===== src/rtl/nand_ecc_pkg.sv =====
package nand_ecc_pkg;

  localparam int FLAG_W = 5;

  typedef enum logic {
    A_ECC  = 1'b0,
    A_FLAG = 1'b1
  } reg_addr_e;

  // bit order is software visible: stop is bit 0, card is bit 4
  typedef struct packed {
    logic card;
    logic illegal;
    logic ecc_rdy;
    logic ecc_err;
    logic stop;
  } flag_vec_t;

endpackage


===== src/rtl/nand_evt_detect.sv =====
module nand_evt_detect #(
  parameter int SYNC_STAGES = 2
) (
  input  logic clk_i,
  input  logic rst_ni,
  input  logic run_i,
  input  logic card_det_i,
  output logic stop_o,
  output logic card_tgl_o
);

  logic run_q;
  logic card_s;
  logic card_prev_q;

  generate
    if (SYNC_STAGES == 0) begin : g_nosync
      assign card_s = card_det_i;
    end else begin : g_sync
      logic [SYNC_STAGES-1:0] chain_q;
      always_ff @(posedge clk_i or negedge rst_ni) begin
        if (!rst_ni) begin
          chain_q <= '0;
        end else begin
          chain_q[0] <= card_det_i;
          for (int i = 1; i < SYNC_STAGES; i++) chain_q[i] <= chain_q[i-1];
        end
      end
      assign card_s = chain_q[SYNC_STAGES-1];
    end
  endgenerate

  always_ff @(posedge clk_i or negedge rst_ni) begin
    if (!rst_ni) begin
      run_q       <= 1'b0;
      card_prev_q <= 1'b0;
    end else begin
      run_q       <= run_i;
      card_prev_q <= card_s;
    end
  end

  assign stop_o     = run_q & ~run_i;
  assign card_tgl_o = card_s ^ card_prev_q;

  // stop event only on a 1 -> 0 change of run
  a_r5_stop_on_fall: assert property (@(posedge clk_i) disable iff (!rst_ni)
    stop_o |-> ($past(run_i) && !run_i));

endmodule


===== src/rtl/nand_ecc_fifo.sv =====
module nand_ecc_fifo #(
  parameter int ECC_BYTES = 6,
  parameter int DATA_W    = 8
) (
  input  logic                        clk_i,
  input  logic                        rst_ni,
  input  logic                        load_i,
  input  logic [ECC_BYTES*DATA_W-1:0] code_i,
  input  logic                        rd_i,
  input  logic                        rewind_i,
  output logic [DATA_W-1:0]           rdata_o,
  output logic                        eng_rst_o
);

  localparam int PTR_W = (ECC_BYTES > 1) ? $clog2(ECC_BYTES) : 1;
  localparam logic [PTR_W-1:0] LAST = PTR_W'(ECC_BYTES - 1);

  logic [DATA_W-1:0] slot_q [ECC_BYTES];
  logic [PTR_W-1:0]  ptr_q;

  always_ff @(posedge clk_i or negedge rst_ni) begin
    if (!rst_ni) begin
      for (int i = 0; i < ECC_BYTES; i++) slot_q[i] <= '0;
      ptr_q     <= '0;
      eng_rst_o <= 1'b0;
    end else begin
      eng_rst_o <= rewind_i;
      if (load_i) begin
        for (int i = 0; i < ECC_BYTES; i++) slot_q[i] <= code_i[i*DATA_W +: DATA_W];
      end
      if (load_i || rewind_i) ptr_q <= '0;
      else if (rd_i)          ptr_q <= (ptr_q == LAST) ? '0 : ptr_q + 1'b1;
    end
  end

  assign rdata_o = slot_q[ptr_q];

  // position never leaves the slot range
  a_r3_ptr_range: assert property (@(posedge clk_i) disable iff (!rst_ni)
    ptr_q <= LAST);

  // last byte read wraps to byte 0
  a_r3_wrap: assert property (@(posedge clk_i) disable iff (!rst_ni)
    (rd_i && !load_i && !rewind_i && ptr_q == LAST) |=> ptr_q == '0);

  // idle cycles hold position
  a_r3_hold: assert property (@(posedge clk_i) disable iff (!rst_ni)
    (!rd_i && !load_i && !rewind_i) |=> $stable(ptr_q));

  // rewind restarts readout and strobes engine reset
  a_r4_rewind: assert property (@(posedge clk_i) disable iff (!rst_ni)
    rewind_i |=> (ptr_q == '0 && eng_rst_o));

  // load presents byte 0 of the new code
  a_r2_load: assert property (@(posedge clk_i) disable iff (!rst_ni)
    load_i |=> (rdata_o == $past(code_i[DATA_W-1:0])));

endmodule


===== src/rtl/nand_irq_flags.sv =====
module nand_irq_flags #(
  parameter int FLAG_W = 5
) (
  input  logic              clk_i,
  input  logic              rst_ni,
  input  logic [FLAG_W-1:0] set_i,
  input  logic              wr_i,
  input  logic [FLAG_W-1:0] wdata_i,
  output logic [FLAG_W-1:0] flags_o
);

  always_ff @(posedge clk_i or negedge rst_ni) begin
    if (!rst_ni) flags_o <= '0;
    else         flags_o <= (wr_i ? (flags_o & wdata_i) : flags_o) | set_i;
  end

  // a set always lands, even against a clear
  a_r9_set_wins: assert property (@(posedge clk_i) disable iff (!rst_ni)
    (set_i != '0) |=> ((flags_o & $past(set_i)) == $past(set_i)));

  // without a write, nothing clears
  a_r8_sticky: assert property (@(posedge clk_i) disable iff (!rst_ni)
    !wr_i |=> ((flags_o & $past(flags_o)) == $past(flags_o)));

  // data bit 1 keeps a set flag
  a_r8_one_keeps: assert property (@(posedge clk_i) disable iff (!rst_ni)
    wr_i |=> ((flags_o & $past(flags_o & wdata_i)) == $past(flags_o & wdata_i)));

  // only hardware raises a flag
  a_r8_only_hw_sets: assert property (@(posedge clk_i) disable iff (!rst_ni)
    1'b1 |=> ((flags_o & ~$past(flags_o) & ~$past(set_i)) == '0));

endmodule


===== src/rtl/nand_ecc_irq_unit.sv =====
module nand_ecc_irq_unit
  import nand_ecc_pkg::*;
#(
  parameter int DATA_W      = 8,
  parameter int ECC_BYTES   = 6,
  parameter int SYNC_STAGES = 2
) (
  input  logic                        clk_i,
  input  logic                        rst_ni,
  input  logic                        run_i,
  input  logic                        ecc_rdy_i,
  input  logic                        ecc_err_i,
  input  logic                        illegal_i,
  input  logic                        card_det_i,
  input  logic [ECC_BYTES*DATA_W-1:0] ecc_code_i,
  input  logic                        addr_i,
  input  logic                        wr_i,
  input  logic                        rd_i,
  input  logic [DATA_W-1:0]           wdata_i,
  output logic [DATA_W-1:0]           rdata_o,
  output logic                        ecc_rst_o,
  output logic [FLAG_W-1:0]           flags_o,
  output logic                        irq_o
);

  logic      ecc_sel, flag_sel;
  logic      stop_evt, card_evt;
  flag_vec_t set_vec;
  logic [DATA_W-1:0] ecc_byte;
  logic      unused_wdata;

  assign ecc_sel  = (reg_addr_e'(addr_i) == A_ECC);
  assign flag_sel = (reg_addr_e'(addr_i) == A_FLAG);

  nand_evt_detect #(.SYNC_STAGES(SYNC_STAGES)) u_evt (
    .clk_i      (clk_i),
    .rst_ni     (rst_ni),
    .run_i      (run_i),
    .card_det_i (card_det_i),
    .stop_o     (stop_evt),
    .card_tgl_o (card_evt)
  );

  nand_ecc_fifo #(.ECC_BYTES(ECC_BYTES), .DATA_W(DATA_W)) u_fifo (
    .clk_i     (clk_i),
    .rst_ni    (rst_ni),
    .load_i    (ecc_rdy_i),
    .code_i    (ecc_code_i),
    .rd_i      (rd_i && ecc_sel),
    .rewind_i  (wr_i && ecc_sel),
    .rdata_o   (ecc_byte),
    .eng_rst_o (ecc_rst_o)
  );

  always_comb begin
    set_vec         = '0;
    set_vec.stop    = stop_evt;
    set_vec.ecc_err = ecc_err_i;
    set_vec.ecc_rdy = ecc_rdy_i;
    set_vec.illegal = illegal_i;
    set_vec.card    = card_evt;
  end

  nand_irq_flags #(.FLAG_W(FLAG_W)) u_flags (
    .clk_i   (clk_i),
    .rst_ni  (rst_ni),
    .set_i   (set_vec),
    .wr_i    (wr_i && flag_sel),
    .wdata_i (wdata_i[FLAG_W-1:0]),
    .flags_o (flags_o)
  );

  // reserved write bits are dropped
  assign unused_wdata = ^wdata_i[DATA_W-1:FLAG_W];

  assign rdata_o = ecc_sel ? ecc_byte : DATA_W'(flags_o);
  assign irq_o   = |flags_o;

  // reserved bits read as zero
  a_r10_reserved_zero: assert property (@(posedge clk_i) disable iff (!rst_ni)
    flag_sel |-> (rdata_o[DATA_W-1:FLAG_W] == '0));

  // stop flag rises only after run fell
  a_r5_stop_flag_cause: assert property (@(posedge clk_i) disable iff (!rst_ni)
    $rose(flags_o[0]) |-> ($past(run_i, 2) && !$past(run_i)));

  // error flag rises only after an error pulse
  a_r7_err_cause: assert property (@(posedge clk_i) disable iff (!rst_ni)
    $rose(flags_o[1]) |-> $past(ecc_err_i));

endmodule


===== config.mk =====
export PLATFORM = sky130hd
export DESIGN_NAME = nand_ecc_irq_unit
export DESIGN_NICKNAME = d
export VERILOG_FILES = /design/src/rtl/nand_ecc_pkg.sv /design/src/rtl/nand_evt_detect.sv /design/src/rtl/nand_ecc_fifo.sv /design/src/rtl/nand_irq_flags.sv /design/src/rtl/nand_ecc_irq_unit.sv
export SDC_FILE = /design/constraint.sdc
export NUM_CORES = 1
export LEC_CHECK = 0
export ABC_AREA = 1
export BUFFER_PORTS_ARGS = -buffer_cell sky130_fd_sc_hd__clkbuf_2
export CAP_MARGIN = 20
export CORE_ASPECT_RATIO = 0.8
export CORE_MARGIN = 3
export CORE_UTILIZATION = 55
export CTS_BUF_LIST = sky130_fd_sc_hd__clkbuf_8
export DETAILED_ROUTE_END_ITERATION = 10
export MAX_ROUTING_LAYER = met4
export PLACE_DENSITY_LB_ADDON = 0.25
export SLEW_MARGIN = 30
export SYNTH_ARGS = -nofsm -noshare
export SYNTH_HDL_FRONTEND = slang
export SYNTH_SLANG_ARGS = --single-unit

===== constraint.sdc =====
create_clock -name clk_i -period 2.2 [get_ports clk_i]
set_input_delay 0.22 -clock clk_i [delete_from_list [all_inputs] [get_ports clk_i]]
set_output_delay 0.22 -clock clk_i [all_outputs]
set_load 0.02 [all_outputs]

==> metrics.md, run 1 <==
| Metric | Value |
|---|---|
| Run status | finished, final reports clean |
| Core area | 4820 sq um |
| Critical path type | reg2out |
| Clock root cell | clkbuf_8 |
| Hold Path Sink | u_evt.run_q |
| GR Layer Usage met1 | 0.310 |
| Hold/Removal Path Class | in2reg |
| Vias in the first global route | 2407 |
| Setup-failing EPs final | 0 |
| Syn Std Cell Area | 2900 sq um |
| Initial antenna violation count | 0 |
| Die X | 87.1 um |
| LEAKAGE | 0.00196 uW |
| Die area | 6180 sq um |
| Worst rel slew slack | 0.495 |
| Endpoints failing hold | 0 |
| Total grt overflow | 0 |
| Commonest non-fill, non-tap cell in the layout | nand2_1 |
| Synth warn | 0 |
| Clock Pin Slew Worst Setup and Hold Paths | 0.06 ns |
| Share of layout cells above drive strength 1 | 0.227 |
| Endpoint class of the critical path | output port |
| Hold Startpoint | run_i |
| Fin crit period | 2.10 ns |
| Crit-path max FO | 13 |
| CTS Sinks | 61 |
| Met2 Usage GRT | 0.361 |
| Starting density of the core | 0.601 |
| Most frequent cells in the layout | nand2_1 (177), clkbuf_2 (77), dfrtp_1 (61), inv_1 (40), o21ai_0 (24) |
| M3 GR Usage | 0.0873 |
| Post-synth net total | 449 |
| Share of the clock period used by the worst path | 0.954 |
| Standard-cell rows | 22 |
| Clock Path Buffers | 2 |
| DRT iter0 DRCs | 191 |
| Worst skew pair latency | 0.33 ns |
| Fin nets | 523 |
| R2R setup slack | 0.79 ns |
| Drc violations | 0 |
| Setup crit start kind | flop |
| Num ports | 81 |
| Largest net degree at the start of global routing | 62 |
| Synthesized area per cell | 7.56 sq um |
| Gr usage total | 0.239 |
| Worst hold path cell count | 1 |
| Die height | 70.9 um |
| Worst EP required | 1.98 ns |
| Antenna cells | 0 |
| Reg2reg start | u_fifo.ptr_q[1] |
| Max Cap Viol | 0 |
| DP Cell Count | 505 |
| H-tree depth | 3 |
| CTS Buf Count | 9 |
| Worst-Margin Slew | 0.757 ns |
| Max Slew Vio Count | 0 |
| 1st-pass router iterations | 4 |
| Reg2Reg Depth | 5 |
| Final cell count without fillers | 522 |
| Port bufs | 77 |
| Fmax | 0.476 GHz |
| First-pass GRT wire length | 11.0 mm |
| TritonCTS clock tree | done |
| Antenna Nets Post-Route | 0 |
| DR vias/cell | 5.02 |
| Peak supply drop | 0.534 mV |
| Crit path DAT | 1.88 ns |
| PwrDens | 726 nW/um^2 |
| RSZ-0062 raised after global routing | false |
| Vias | 2622 |
| Filler instances | 423 |
| Post-DP HPWL | 4.83 mm |
| Clk_skew | 0.00121 ns |
| Netlist cell types | 23 |
| Post-CTS setup buffer count | 0 |
| DRT Wirelength | 6.69 mm |
| Post-route setup TNS | 0 ns |
| Post-Syn Instances | 383 |
| Yosys reg bits | 61 |
| Area Overhead vs Synth | 19.9% |
| RR Endpoint | u_fifo.ptr_q[2] |
| Wire per inst | 12.8 um |
| Top Usage Layer GRT | met2 |
| RePlAce Congestion | 0.806 |
| Register area share after synthesis | 0.527 |
through the flow:
stage / power [uW] / hold slack, ns / instance area [sq um] / setup WS, ns / util
after global routing: 2670 / 0.00164 / 3470 / 0.0135 / 0.721
after detailed placement: 1670 / 0.330 / 3280 / 0.477 / 0.681
after global placement: 1650 / 0.329 / 3280 / 0.496 / 0.681
final: 2520 / 0.0189 / 3470 / 0.100 / 0.721
after floorplan: 1510 / -0.0756 / 2900 / 0.789 / -
after CTS: 2540 / 0.00425 / 3470 / 0.121 / 0.720
routing by layer:
metal	wire [um]	share of wire
met5	0	0
met4	55	0.0082
met3	628	0.094
met2	3110	0.46
met1	2900	0.43
cells by family (layout without fill, tap and decap cells):
family | after synthesis | after routing | share of synthesized area
AO/OA/AOI/OAI | 49 | 49 | 0.0886
XOR/XNOR | 2 | 2 | 0.00605
buffers and inverters | 63 | 142 | 0.0937
flip-flops | 61 | 61 | 0.527
AND/OR/NAND/NOR | 208 | 208 | 0.285
sequential cells by signal (all words and copies together), names as in the netlist:
name,cells
u_evt.g_sync.chain_q,2
u_flags.flags_o,5
u_evt.card_prev_q,1
u_evt.run_q,1
u_fifo.ptr_q,3
u_fifo.slot_q,48
u_fifo.eng_rst_o,1
worst max path at each step:
stage | startpoint | end | cells past startpoint
final | u_fifo.ptr_q[1] | rdata_o[4] | 6
after global placement | u_fifo.ptr_q[1] | rdata_o[3] | 6
after detailed placement | u_fifo.ptr_q[1] | rdata_o[2] | 6
after floorplan | u_fifo.ptr_q[0] | rdata_o[2] | 8
after CTS | u_fifo.ptr_q[1] | rdata_o[0] | 6
after global routing | u_fifo.ptr_q[1] | rdata_o[4] | 6
power breakdown:
part | internal [uW] | switching, uW | leakage [uW]
clock | 459 | 415 | 0.0000986
sequential | 1210 | 42.4 | 0.000733
combinational | 142 | 251 | 0.00113
total | 1810 | 708 | 0.00196
what timing repair did:
action | 4_1_cts | 5_1_grt
hold endpoints to repair | 1 | 0
setup endpoints to repair | 0 | 2
resized for setup | 0 | 1
hold buffers | 1 | 0
cells in the mapped netlist:
cell type,number,area share
xnor2_1,1,0.0030
nor2_4,1,0.0039
nand2_1,177,0.23
nand3_1,17,0.029
o21ai_1,13,0.022
inv_2,4,0.0052
nor2_1,7,0.0091
nor3_1,1,0.0017
clkbuf_1,5,0.0065
xor2_1,1,0.0030
a21oi_1,8,0.014
nand3b_1,1,0.0026
nand4_1,1,0.0022
or2_1,1,0.0022
inv_1,40,0.052
buf_6,2,0.0078
dfrtp_1,61,0.53
buf_4,2,0.0052
buf_2,10,0.017
o21ai_2,1,0.0030
o211ai_1,3,0.0078
nor2_2,2,0.0043
o21ai_0,24,0.041
worst max-delay path: stages (launching register included):
cell,delay [ns]
dfrtp_1,0.57
inv_2,0.28
nand3_1,0.14
nand2_1,0.12
nand2_1,0.08
a21oi_1,0.17
clkbuf_2,0.19
final cells by class:
type                       count  area [sq um]  area share
tap                           60          75.1      0.0216
inverter                      44           165      0.0476
clock buffer                  11           151      0.0436
multi-input combinational    259          1100       0.318
timing repair buffer          82           425       0.123
clock inverter                 5          25.0     0.00721
sequential                    61          1530       0.440
No activity file was read; power rests on OpenSTA's default activity.
==> inputs of run 2 (changes only) <==
--- a/config.mk
+++ b/config.mk
@@ -6,11 +6,11 @@
 export NUM_CORES = 1
 export LEC_CHECK = 0
 export ABC_AREA = 1
-export BUFFER_PORTS_ARGS = -buffer_cell sky130_fd_sc_hd__clkbuf_2
+export BUFFER_PORTS_ARGS = -buffer_cell sky130_fd_sc_hd__buf_2
 export CAP_MARGIN = 20
 export CORE_ASPECT_RATIO = 0.8
 export CORE_MARGIN = 3
-export CORE_UTILIZATION = 55
+export CORE_UTILIZATION = 49
 export CTS_BUF_LIST = sky130_fd_sc_hd__clkbuf_8
 export DETAILED_ROUTE_END_ITERATION = 10
 export MAX_ROUTING_LAYER = met4
==> metrics.md, run 2 (same netlist as run 1, synthesis figures left out) <==
| Metric | Value |
|---|---|
| Run status | finished, final reports clean (unchanged) |
| Antenna cells | 0 (unchanged) |
| Total power | 2610 uW (was 2520 uW) |
| Gr usage total | 0.209 (was 0.239) |
| 1st-pass router iterations | 5 (was 4) |
| Max Slew Vio Count | 0 (unchanged) |
| Largest register FFs | 48 (unchanged) |
| TritonCTS clock tree | done (unchanged) |
| Share of layout cells above drive strength 1 | 0.224 (was 0.227) |
| LEAKAGE | 0.00196 uW (about the same) |
| Largest net degree at the start of global routing | 42 (was 62) |
| Share of the clock period used by the worst path | 0.920 (was 0.954) |
| Peak supply drop | 0.485 mV (was 0.534 mV) |
| Fin crit period | 2.02 ns (was 2.10 ns) |
| M3 GR Usage | 0.0729 (was 0.0873) |
| Clock Pin Slew Worst Setup and Hold Paths | 0.07 ns (was 0.06 ns) |
| PwrDens | 738 nW/um^2 (was 726 nW/um^2) |
| Endpoints failing hold | 0 (unchanged) |
| Most frequent cells in the layout | nand2_1 (177), buf_2 (77), dfrtp_1 (61), inv_1 (41), o21ai_0 (24) (was nand2_1 (177), clkbuf_2 (77), dfrtp_1 (61), inv_1 (40), o21ai_0 (24)) |
| R2R setup slack | 0.87 ns (was 0.79 ns) |
| Fin util | 0.634 (was 0.721) |
| Die area | 6880 sq um (was 6180 sq um) |
| Port bufs | 77 (unchanged) |
| CTS Buf Count | 9 (unchanged) |
| Final cell count without fillers | 542 (was 522) |
| Clock Path Buffers | 2 (unchanged) |
| Worst skew pair latency | 0.34 ns (was 0.33 ns) |
| First-pass GRT wire length | 10.8 mm (was 11.0 mm) |
| Commonest non-fill, non-tap cell in the layout | nand2_1 (unchanged) |
| Crit path DAT | 1.80 ns (was 1.88 ns) |
| DRT Wirelength | 6.53 mm (was 6.69 mm) |
| RePlAce Congestion | 0.880 (was 0.806) |
| Starting density of the core | 0.519 (was 0.601) |
| Worst rel slew slack | 0.558 (was 0.495) |
| Largest Register | u_fifo.slot_q (unchanged) |
| Setup crit start kind | flop (unchanged) |
| Endpoint class of the critical path | output port (unchanged) |
| DRT iter0 DRCs | 150 (was 191) |
| Max Cap Viol | 0 (unchanged) |
| Antenna Nets Post-Route | 0 (unchanged) |
| Clk_skew | 0.00469 ns (was 0.00121 ns) |
| Die height | 74.8 um (was 70.9 um) |
| RSZ-0062 raised after global routing | false (unchanged) |
| H-tree depth | 3 (unchanged) |
| Worst-Margin Slew | 0.664 ns (was 0.757 ns) |
| Wire per inst | 12.1 um (was 12.8 um) |
| Standard-cell rows | 24 (was 22) |
| Post-route setup TNS | 0 ns (unchanged) |
| Worst EP required | 1.98 ns (about the same) |
| Fmax | 0.494 GHz (was 0.476 GHz) |
| Hold/Removal Path Class | in2reg (unchanged) |
| Total grt overflow | 0 (unchanged) |
| Core area | 5590 sq um (was 4820 sq um) |
| Crit-path max FO | 13 (unchanged) |
| Fin nets | 525 (was 523) |
| Die X | 92.0 um (was 87.1 um) |
| Top Usage Layer GRT | met2 (unchanged) |
| Post-DP HPWL | 4.67 mm (was 4.83 mm) |
| Initial antenna violation count | 0 (unchanged) |
| DP Cell Count | 523 (was 505) |
| Num ports | 81 (unchanged) |
| Filler instances | 525 (was 423) |
| Area Overhead vs Synth | 22.3% (was 19.9%) |
| Post-CTS setup buffer count | 0 (unchanged) |
| DR vias/cell | 4.75 (was 5.02) |
| Clock root cell | clkbuf_8 (unchanged) |
| GR Layer Usage met1 | 0.264 (was 0.310) |
| Drc violations | 0 (unchanged) |
| CTS Sinks | 61 (unchanged) |
| Met2 Usage GRT | 0.326 (was 0.361) |
| Vias | 2573 (was 2622) |
| Setup-failing EPs final | 0 (unchanged) |
| Vias in the first global route | 2406 (was 2407) |
| Critical path type | reg2out (unchanged) |
| Largest registers | u_fifo.slot_q (48), u_flags.flags_o (5), u_fifo.ptr_q (3) (unchanged) |
run 2: changes by cell type in the layout (fill, tap and decap cells not counted):
cell,previous run,this run
buf_2,0,77
dlygate4sd3_1,1,3
inv_1,40,41
clkbuf_8,11,10
bufinv_16,0,1
buf_4,4,3
clkbuf_2,77,0
clkinv_2,5,4
buf_12,0,1
run 2: final cells by class:
cell class                 instances  area (sq um)  share of cell area
clock inverter                     6          53.8              0.0152
multi-input combinational        259          1100               0.312
sequential                        61          1530               0.431
inverter                          44           165              0.0466
timing repair buffer              84           458               0.129
tap                               78          97.6              0.0276
clock buffer                      10           138              0.0389
run 2: report_power, final:
group          switching (uW)  leakage, uW  internal [uW]
Sequential               39.9     0.000733           1210
Clock                     426     0.000107            541
Combinational             247      0.00112            147
run 2: per-stage QoR:
stage          setup slack (ns)  hold WS, ns  instance area [sq um]
6_report                  0.176       0.0620                   3540
5_1_grt                  0.0266       0.0707                   3540
4_1_cts                  0.0775       0.0526                   3540
3_5_place_dp              0.454        0.272                   3320
3_3_place_gp              0.481        0.277                   3320
2_1_floorplan             0.789      -0.0756                   2900
run 2: final timing paths:
check / endpoint / depth (start not counted) / from
max reg2reg: u_fifo.ptr_q[2] / 5 / u_fifo.ptr_q[1]
max: rdata_o[2] / 6 / u_fifo.ptr_q[1]
min: u_flags.flags_o[3] / 3 / illegal_i
max in group asynchronous: u_fifo.slot_q[13] / 3 / rst_ni
min in group asynchronous: u_fifo.slot_q[3] / 2 / rst_ni
min reg2reg: u_evt.g_sync.chain_q[1] / 0 / u_evt.g_sync.chain_q[0]
run 2: metal layers:
metal	vias up	wire (um)	share of wire
met5	-	0	0
met4	0	65	0.010
met3	8	467	0.071
met2	83	3030	0.46
met1	1160	2970	0.46
li1	1322	-	-
run 2: worst max-delay path, stage by stage, from the launching register on:
cell,delay (ns)
dfrtp_1,0.56
nor2_4,0.31
nand3_1,0.12
nand2_1,0.07
inv_1,0.04
a21oi_1,0.17
buf_2,0.19
run 2: what timing repair did:
action | CTS | global route
gates resized for setup | 0 | 1
setup endpoints to repair | 0 | 5
hold buffers | 3 | 0
endpoints found under the hold margin | 28 | 0
